`src/rtl/rxr_pkg.sv`:
```
package rxr_pkg;

    typedef enum logic [3:0] {
        ST_IDLE,
        ST_POLL_RD,
        ST_POLL_CHK,
        ST_SRCH_RD,
        ST_SRCH_CHK,
        ST_COPY,
        ST_LEN_LO,
        ST_LEN_HI,
        ST_MARK,
        ST_DRAIN
    } rxr_state_e;

    localparam logic [7:0] OWN_ONLY   = 8'h80;
    localparam logic [7:0] DONE_CODE  = 8'h03;
    localparam int         DESC_BYTES = 8;
    localparam int         STAT_OFS   = 2;
    localparam int         LEN_OFS    = 6;
    localparam int         CNT_W      = 16;

endpackage

```
`src/rtl/rxr_addr.sv`:
```
module rxr_addr #(
    parameter int N_LOG      = 4,
    parameter int SLOT_BYTES = 1544,
    parameter int ADDR_W     = 32
) (
    input  logic [ADDR_W-1:0] base,
    input  logic [N_LOG-1:0]  desc_idx,
    input  logic [N_LOG-1:0]  buf_idx,
    output logic [ADDR_W-1:0] desc_addr,
    output logic [ADDR_W-1:0] buf_start
);
    import rxr_pkg::*;

    localparam int RING      = 1 << N_LOG;
    localparam int TABLE_LEN = RING * DESC_BYTES;

    assign desc_addr = base + ADDR_W'(desc_idx) * ADDR_W'(DESC_BYTES);
    assign buf_start = base + ADDR_W'(TABLE_LEN)
                     + ADDR_W'(buf_idx) * ADDR_W'(SLOT_BYTES);

endmodule

```
`src/rtl/rxr_poll.sv`:
```
module rxr_poll #(
    parameter int N_LOG = 4
) (
    input  logic             clk,
    input  logic             rst_n,
    input  logic             step,
    input  logic             owned,
    output logic [N_LOG-1:0] idx,
    output logic             any_q
);
    localparam int RING = 1 << N_LOG;

    logic acc;

    always_ff @(posedge clk) begin
        if (!rst_n) begin
            idx   <= '0;
            acc   <= 1'b0;
            any_q <= 1'b0;
        end else if (step) begin
            if (idx == N_LOG'(RING - 1)) begin
                any_q <= acc | owned;
                acc   <= 1'b0;
                idx   <= '0;
            end else begin
                acc   <= acc | owned;
                idx   <= idx + 1'b1;
            end
        end
    end

endmodule

```
`src/rtl/rx_ring_writer.sv`:
```
module rx_ring_writer #(
    parameter int N_LOG      = 4,
    parameter int SLOT_BYTES = 1544,
    parameter int ADDR_W     = 32
) (
    input  logic              clk,
    input  logic              rst_n,
    input  logic [ADDR_W-1:0] ring_base,
    input  logic              stopped,
    input  logic              irq_en,
    input  logic              in_valid,
    input  logic [7:0]        in_data,
    input  logic              in_last,
    output logic              in_ready,
    output logic              mem_re,
    output logic              mem_we,
    output logic [ADDR_W-1:0] mem_addr,
    output logic [7:0]        mem_wdata,
    input  logic [7:0]        mem_rdata,
    output logic              can_rx,
    output logic              rx_event,
    output logic              rx_irq,
    output logic              rx_miss
);
    import rxr_pkg::*;

    localparam int RING = 1 << N_LOG;
    localparam logic [N_LOG-1:0] LAST_TRY = N_LOG'(RING - 2);
    localparam logic [CNT_W-1:0] SLOT_CAP = CNT_W'(SLOT_BYTES);

    rxr_state_e        st, st_nx;
    logic [N_LOG-1:0]  ptr, srch_idx, tries, poll_idx, desc_sel;
    logic [CNT_W-1:0]  cnt;
    logic [ADDR_W-1:0] desc_addr, buf_start;
    logic              hit, last_try, poll_any, room;

    assign hit      = (mem_rdata == OWN_ONLY);
    assign last_try = (tries == LAST_TRY);
    assign room     = (cnt < SLOT_CAP);
    assign desc_sel = (st == ST_POLL_RD) ? poll_idx : srch_idx;
    assign can_rx   = poll_any & ~stopped;

    rxr_addr #(.N_LOG(N_LOG), .SLOT_BYTES(SLOT_BYTES), .ADDR_W(ADDR_W)) i_addr (
        .base      (ring_base),
        .desc_idx  (desc_sel),
        .buf_idx   (srch_idx),
        .desc_addr (desc_addr),
        .buf_start (buf_start)
    );

    rxr_poll #(.N_LOG(N_LOG)) i_poll (
        .clk   (clk),
        .rst_n (rst_n),
        .step  (st == ST_POLL_CHK),
        .owned (hit),
        .idx   (poll_idx),
        .any_q (poll_any)
    );

    // next-state selection
    always_comb begin
        st_nx = st;
        unique case (st)
            ST_IDLE: begin
                if (in_valid)      st_nx = stopped ? ST_DRAIN : ST_SRCH_RD;
                else if (!stopped) st_nx = ST_POLL_RD;
            end
            ST_POLL_RD:  st_nx = ST_POLL_CHK;
            ST_POLL_CHK: st_nx = ST_IDLE;
            ST_SRCH_RD:  st_nx = ST_SRCH_CHK;
            ST_SRCH_CHK: begin
                if (hit)           st_nx = ST_COPY;
                else if (last_try) st_nx = ST_DRAIN;
                else               st_nx = ST_SRCH_RD;
            end
            ST_COPY:   if (in_valid && in_last) st_nx = ST_LEN_LO;
            ST_LEN_LO: st_nx = ST_LEN_HI;
            ST_LEN_HI: st_nx = ST_MARK;
            ST_MARK:   st_nx = ST_IDLE;
            ST_DRAIN:  if (in_valid && in_last) st_nx = ST_IDLE;
            default:   st_nx = ST_IDLE;
        endcase
    end

    // state register and datapath registers
    always_ff @(posedge clk) begin
        if (!rst_n) begin
            st       <= ST_IDLE;
            ptr      <= '0;
            srch_idx <= '0;
            tries    <= '0;
            cnt      <= '0;
        end else begin
            st <= st_nx;
            if (st == ST_IDLE && in_valid && !stopped) begin
                srch_idx <= ptr;
                tries    <= '0;
                cnt      <= '0;
            end
            if (st == ST_SRCH_CHK && !hit && !last_try) begin
                srch_idx <= srch_idx + 1'b1;
                tries    <= tries + 1'b1;
            end
            if (st == ST_COPY && in_valid && room)
                cnt <= cnt + 1'b1;
            if (st == ST_MARK)
                ptr <= srch_idx + 1'b1;
        end
    end

    // outputs
    always_comb begin
        in_ready  = 1'b0;
        mem_re    = 1'b0;
        mem_we    = 1'b0;
        mem_addr  = '0;
        mem_wdata = '0;
        rx_event  = 1'b0;
        rx_irq    = 1'b0;
        rx_miss   = 1'b0;
        unique case (st)
            ST_POLL_RD, ST_SRCH_RD: begin
                mem_re   = 1'b1;
                mem_addr = desc_addr + ADDR_W'(STAT_OFS);
            end
            ST_SRCH_CHK: rx_miss = !hit && last_try;
            ST_COPY: begin
                in_ready  = 1'b1;
                mem_we    = in_valid && room;
                mem_addr  = buf_start + ADDR_W'(cnt);
                mem_wdata = in_data;
            end
            ST_LEN_LO: begin
                mem_we    = 1'b1;
                mem_addr  = desc_addr + ADDR_W'(LEN_OFS);
                mem_wdata = cnt[7:0];
            end
            ST_LEN_HI: begin
                mem_we    = 1'b1;
                mem_addr  = desc_addr + ADDR_W'(LEN_OFS + 1);
                mem_wdata = cnt[15:8];
            end
            ST_MARK: begin
                mem_we    = 1'b1;
                mem_addr  = desc_addr + ADDR_W'(STAT_OFS);
                mem_wdata = DONE_CODE;
                rx_event  = 1'b1;
                rx_irq    = irq_en;
            end
            ST_DRAIN: in_ready = 1'b1;
            default: ;
        endcase
    end

    // a data write stays inside the chosen slot's buffer
    p_copy_in_slot_r4: assert property (@(posedge clk) disable iff (!rst_n)
        (st == ST_COPY && mem_we) |->
            (mem_addr >= buf_start && mem_addr < buf_start + ADDR_W'(SLOT_BYTES)));

    // pointer moves to the entry after the stored one
    p_ptr_step_r3: assert property (@(posedge clk) disable iff (!rst_n)
        rx_event |=> (ptr == N_LOG'($past(srch_idx) + 1'b1)));

    // status is released only right after both length bytes
    p_mark_after_len_r6: assert property (@(posedge clk) disable iff (!rst_n)
        rx_event |-> ($past(st) == ST_LEN_HI));

    // dropping a frame never touches memory
    p_drain_quiet_r8: assert property (@(posedge clk) disable iff (!rst_n)
        (st == ST_DRAIN) |-> (!mem_we && !mem_re));

    // stored count never exceeds the slot size
    p_len_capped_r10: assert property (@(posedge clk) disable iff (!rst_n)
        (st == ST_LEN_LO) |-> (cnt <= SLOT_CAP));

    // copying only begins after a status of exactly the owner bit
    p_copy_needs_owner_r2: assert property (@(posedge clk) disable iff (!rst_n)
        (st == ST_SRCH_CHK && st_nx == ST_COPY) |=> ($past(mem_rdata) == OWN_ONLY));

endmodule

```
`config.mk`:
```
export PLATFORM = sky130hd
export DESIGN_NAME = rx_ring_writer
export DESIGN_NICKNAME = d
export VERILOG_FILES = /design/src/rtl/rxr_pkg.sv /design/src/rtl/rxr_addr.sv /design/src/rtl/rxr_poll.sv /design/src/rtl/rx_ring_writer.sv
export SDC_FILE = /design/constraint.sdc
export NUM_CORES = 1
export LEC_CHECK = 0
export BUFFER_PORTS_ARGS = -buffer_cell sky130_fd_sc_hd__buf_4
export CAP_MARGIN = 20
export CORE_MARGIN = 5
export CORE_UTILIZATION = 60
export DETAILED_ROUTE_END_ITERATION = 10
export GPL_TIMING_DRIVEN = 0
export PLACE_DENSITY = 0.87
export SYNTH_ARGS = -nofsm -noshare
export SYNTH_HDL_FRONTEND = slang
export SYNTH_SLANG_ARGS = --single-unit
```
`constraint.sdc`:
```
create_clock -name clk -period 12.35 [get_ports clk]
set_clock_uncertainty 0.1 [all_clocks]
set_input_delay 3.705 -clock clk [delete_from_list [all_inputs] [get_ports clk]]
set_output_delay 3.705 -clock clk [all_outputs]
set_load 0.05 [all_outputs]
```
# --- After elaboration in Yosys (flattened, before gate mapping) ---
# Cells that the tools add are included.
word_totals:
  regBits: 38
  input_bits: 54
  elab_cells: 85
  out_inout_bits: 47
classes:
  addsub: 11
  mul: 1
  reduce_logical: 21
  bitwise_logic: 3
  n_lt_le_gt_ge: 1
  n_mux: 25
  eq_ne: 15
op_table:
  columns: ["cell", "count"]
  rows:
  - ["one-hot mux 32 bit (4 select lines)", 1]
  - ["adder 32 x 3 -> 32 bit, second input constant", 2]
  - ["two-way mux 4 bit", 13]
  - ["adder 32 x 15 -> 32 bit", 1]
  - ["adder 32 x 16 -> 32 bit", 1]
  - ["adder 32 x 2 -> 32 bit, second input constant", 1]
  - ["adder 32 x 7 -> 32 bit", 1]
  - ["adder 32 x 8 -> 32 bit, second input constant", 1]
  - ["two-way mux 16 bit", 2]
  - ["one-hot mux 4 bit (8 select lines)", 1]
  - ["one-hot mux 8 bit (4 select lines)", 1]
  - ["adder 16 x 1 -> 16 bit, second input constant", 1]
  - ["== test 4 x 3 -> 1 bit, second input constant", 4]
  - ["== test 4 bit, second input constant", 4]
  - ["less-than comparator 16 x 11 -> 1 bit, second input constant", 1]
  - ["adder 4 x 1 -> 4 bit, second input constant", 3]
  - ["multiplier 4 x 8 -> 12 bit, second input constant", 1]
  - ["logical AND 1 bit", 9]
  - ["== test 4 x 2 -> 1 bit, second input constant", 2]
  - ["== test 8 bit, second input constant", 1]
  - ["two-way mux 1 bit", 6]
  - ["OR reduction 3 bit", 2]
  - ["== test 4 x 1 -> 1 bit, second input constant", 1]
  - ["zero test 4 bit", 1]
  - ["11 further kinds", 16]

# --- Longest topological paths before layout ---
logic_depth:
  word_depth: 5
  depth_mapped: 19
  ltp_nobuf: 19

# --- By module ---
# Synthesis repeated with hierarchy kept, for this count alone.
unflattened:
  hier_cells: 919
  hier_area_um2: 6510.0
modules_own_cells:
  columns: ["mod", "seq_area_each_um2", "area_each_um2", "n_inst", "cells_each"]
  rows:
  - ["rx_ring_writer", 640.6, 4518.1, 1, 664]
  - ["rxr_addr", 0.0, 1740.4, 1, 231]
  - ["rxr_poll", 120.1, 251.5, 1, 24]

# --- Least setup slack after synthesis ---
# OpenSTA, ideal clock, no wires.
synth_timing:
  path_kind: "input-to-output"
  from: "in ring_base[10]"
  to: "out mem_addr[19]"
  path_slack_ps: 781
  t_required_ps: 8545
  n_path_buf: 1
  t_arrival_ps: 7764
  path_stages: 14
  cell_sequence: "clkbuf_1 -> inv_1 -> fa_1 -> inv_1 -> ha_1 -> ha_1 -> o21ai_0 -> o21ai_0 -> a21o_1 -> a2111oi_0 -> o31ai_1 -> nand2_1 -> xnor2_1 -> o21ai_0"
synth_between:
  elab_chain_len: 4
  elab_cells_between_ends: 8
  classes_between: "add/sub: 7; mux: 1"
synth_rtl:
  columns: ["item", "line", "rtl"]
  rows:
  - ["start, declared", "rx_ring_writer.sv:8", "input logic [ADDR_W-1:0] ring_base,"]
  - ["adder 32 x 8 -> 32 bit", "rxr_addr.sv:18", "assign buf_start = base + ADDR_W'(TABLE_LEN)"]
  - ["adder 32 x 15 -> 32 bit", "rxr_addr.sv:19", "+ ADDR_W'(buf_idx) * ADDR_W'(SLOT_BYTES);"]
  - ["adder 32 x 16 -> 32 bit", "rx_ring_writer.sv:130", "mem_addr = buf_start + ADDR_W'(cnt);"]
  - ["one-hot mux 32 bit (4 select lines) *", "rx_ring_writer.sv:121", "unique case (st)"]
  - ["end, declared", "rx_ring_writer.sv:17", "output logic [ADDR_W-1:0] mem_addr,"]
# Every way passes the cells marked *; elsewhere a longest branch is shown, timed or not.

# --- Worst setup path after layout ---
layout_timing:
  from: "in ring_base[10]"
  to: "out mem_addr[21]"
# The elaborated chain is that of the path after synthesis.

==> flow_summary.json <==
{
  "r2r_start": "st[1]$_SDFFE_PN0P_",
  "slew_headroom_pct": 27.7,
  "ys.flop_type": "dfxtp_1",
  "grt_pass1_vias": 7048,
  "rsz0062_at_grt": "no",
  "drcViolationCount": 0,
  "fp.dieArea_um2": 13200,
  "post-cts-setup-buffer-count": 0,
  "yosysWarnings": 0,
  "worstSetupEndpointType": "primary output",
  "cp.arrival_ns": 7.89,
  "power.leakage_nw": 3.13,
  "cts.sinks": 38,
  "wl_mm": 23.3,
  "first_pass_iters": 5,
  "period_share_pct": 94.7,
  "post_cts_resized": 0,
  "area_growth_pct": 15.0,
  "layout-drive-gt1-share_pct": 14.2,
  "power_density_nw_per_um2": 70.8,
  "worstMarginPinSlew_ns": 1.08,
  "r2r_cells": 8,
  "path_clk_slew_ns": 0.07,
  "die_y_um": 115,
  "avgRoutedWirePerCell_um": 20.4,
  "yosysTopAreaCell": "dfxtp_1",
  "nets": 1128,
  "cp.required_ns": 8.55,
  "slew_viol_final": 0,
  "path_class": "in2out",
  "core_area_um2": 10800,
  "critPathMaxFanout": 10,
  "hpwl_mm": 18.5,
  "synthSimpleGateAreaFrac_pct": 28.5,
  "cts_root_buf": "clkbuf_8",
  "cts_tree": "yes",
  "vias": 7706,
  "final_area_um2": 7580,
  "grt_max_degree": 13,
  "r2r-end": "srch_idx[2]$_SDFFE_PN0P_",
  "ant_nets": 0,
  "utilization_pct": 70.2,
  "fmax_mhz": 85.5,
  "syn_area_per_cell_um2": 7.32,
  "portBuffers": 94,
  "fp.dieW_um": 115,
  "synth_fp_nets": 1026,
  "synth_common_cells": "nor2_1 (81), nand2_1 (75), o21ai_0 (61)",
  "final_hold_viol_count": 0,
  "antenna_cells": 0,
  "crit_path_start_kind": "input port",
  "yosys.cell_count.top_type": "nor2_1",
  "synth_top_family_by_area": "simple AND/OR/NAND/NOR gates",
  "muxShareOfSynthArea_pct": 3.17,
  "place_area_um2": 7480,
  "synth-async-reset-ratio_pct": 0,
  "synth_seq_area_share_pct": 11.5,
  "drt-initial-drc-count": 1022,
  "yosysUniqueCellTypes": 82,
  "postSynthCellCount": 901,
  "rows": 38,
  "period_minus_slack_ns": 11.69,
  "antenna_found_initial": 0,
  "cts_buffer_depth": 2,
  "synthAdderAreaFrac_pct": 15.0,
  "synth_edf_count": 0,
  "initial_core_util_pct": 61.1,
  "max_cap_violations": 0,
  "synth-seq-cells": 38,
  "synth_area_um2": 6590,
  "htreeDepth": 2,
  "ctsHoldBuffers": 0,
  "ios": 101,
  "crit_path_end": "mem_addr[21]",
  "grtUsageTotal_pct": 34.2,
  "timing.setup.tns_ns": 0,
  "vias_per_cell": 6.74,
  "setup_viol": 0,
  "status": "completed",
  "hp-class": "reg2reg",
  "r2r_setup_slack_ns": 9.47,
  "grt_pass1_wl_mm": 36.5,
  "vdd_drop_max_mv": 0.0625,
  "setup.worst_path.start": "ring_base[10]",
  "place_congestion": 0.990,
  "yosys.area.top_type_share_pct": 11.5,
  "synth_area_leaders": "dfxtp_1 (12%), ha_1 (11%), xnor2_1 (4.9%), o21ai_0 (4.6%), nor2_1 (4.6%)",
  "overflow": 0,
  "synth_compound_area_share_pct": 28.0,
  "synthXorXnorAreaFrac_pct": 7.97,
  "clk-insertion-delay-late_ns": 0.30,
  "numCtsBuffers": 5
}
through the flow:
| stage | cells | power [mW] | hold WS (ns) | setup slack (ns) |
|---|---|---|---|---|
| final | 1144 | 0.537 | 0.363 | 0.658 |
| after global routing | 1144 | 0.561 | 0.392 | 0.535 |
| after CTS | 1143 | 0.527 | 0.361 | 0.818 |
| after detailed placement | 1135 | 0.436 | 0.343 | 0.841 |
| after global placement | 1135 | 0.432 | 0.345 | 0.390 |
| after floorplan | 901 | 0.342 | 0.332 | 0.781 |
worst max-delay path, stage by stage:
cell,delay (ns)
clkbuf_1,0.28
inv_1,0.19
fa_1,0.57
inv_1,0.05
ha_1,0.29
ha_1,0.40
o21ai_0,0.12
o21ai_0,0.18
a21o_1,0.16
a2111oi_0,0.15
o31ai_2,0.95
nand2_1,0.16
xnor2_1,0.18
a221o_1,0.30
buf_4,0.19
placed cells by master (no fill, tap or decap), drive strengths merged, types with 19 or more instances in the layout:
cell type | Yosys | routed
buf | 9 | 103
nor2 | 81 | 81
nand2 | 75 | 75
o21ai | 63 | 63
ha | 58 | 58
inv | 48 | 48
a21oi | 47 | 47
clkbuf | 37 | 44
dfxtp | 38 | 38
xnor2 | 37 | 37
nand3 | 36 | 36
nand4 | 26 | 26
nor4 | 25 | 25
nor3 | 23 | 23
xor2 | 23 | 23
a211oi | 19 | 19
where the power goes:
group / internal, mW / switching (mW)
clock network: 0.0450 / 0.0505
registers: 0.126 / 0.00450
logic: 0.101 / 0.210
sequential cells by signal, indices dropped and copies added (netlist names):
| register | cells |
|---|---|
| i_poll.idx | 4 |
| i_poll.acc | 1 |
| cnt | 16 |
| i_poll.any_q | 1 |
| ptr | 4 |
| srch_idx | 4 |
| st | 4 |
| tries | 4 |
final cells by class:
class,count,area (um2)
multi-input cells,768,5450
plain buffers,46,204
well taps,140,175
inverters,49,184
clock buffers,6,82.6
flip-flops and latches,38,761
fillers,945,3210
repair buffers,95,711
clock inverters,2,12.5
routing by layer:
metal / wire, um / GRT usage, % / share of wire, %
met5: 0 / 0 / 0
met4: 684 / 10.2 / 2.9
met3: 2580 / 5.84 / 11
met2: 10400 / 54.6 / 44
met1: 9680 / 47.3 / 42
cells by family (layout without fill, tap and decap cells):
logic type                 Yosys count  in the layout
DFF                                 38             38
and+or+nand+nor                    353            353
adders and majority gates           71             71
xor gates and xnor gates            60             60
AOI/OAI and AO/OA                  264            264
muxes                               20             20
buffers and inverters               95            198
worst min path at each step:
stage,start,endpoint,cells after the start
floorplan,ptr[0]$_SDFFE_PN0P_,srch_idx[0]$_SDFFE_PN0P_,2
global placement,ptr[1]$_SDFFE_PN0P_,ptr[1]$_SDFFE_PN0P_,2
detailed placement,ptr[0]$_SDFFE_PN0P_,srch_idx[0]$_SDFFE_PN0P_,2
CTS,ptr[1]$_SDFFE_PN0P_,ptr[1]$_SDFFE_PN0P_,2
global route,ptr[1]$_SDFFE_PN0P_,ptr[1]$_SDFFE_PN0P_,2
finish,ptr[1]$_SDFFE_PN0P_,ptr[1]$_SDFFE_PN0P_,2
Power figures use the tool's default switching activity.
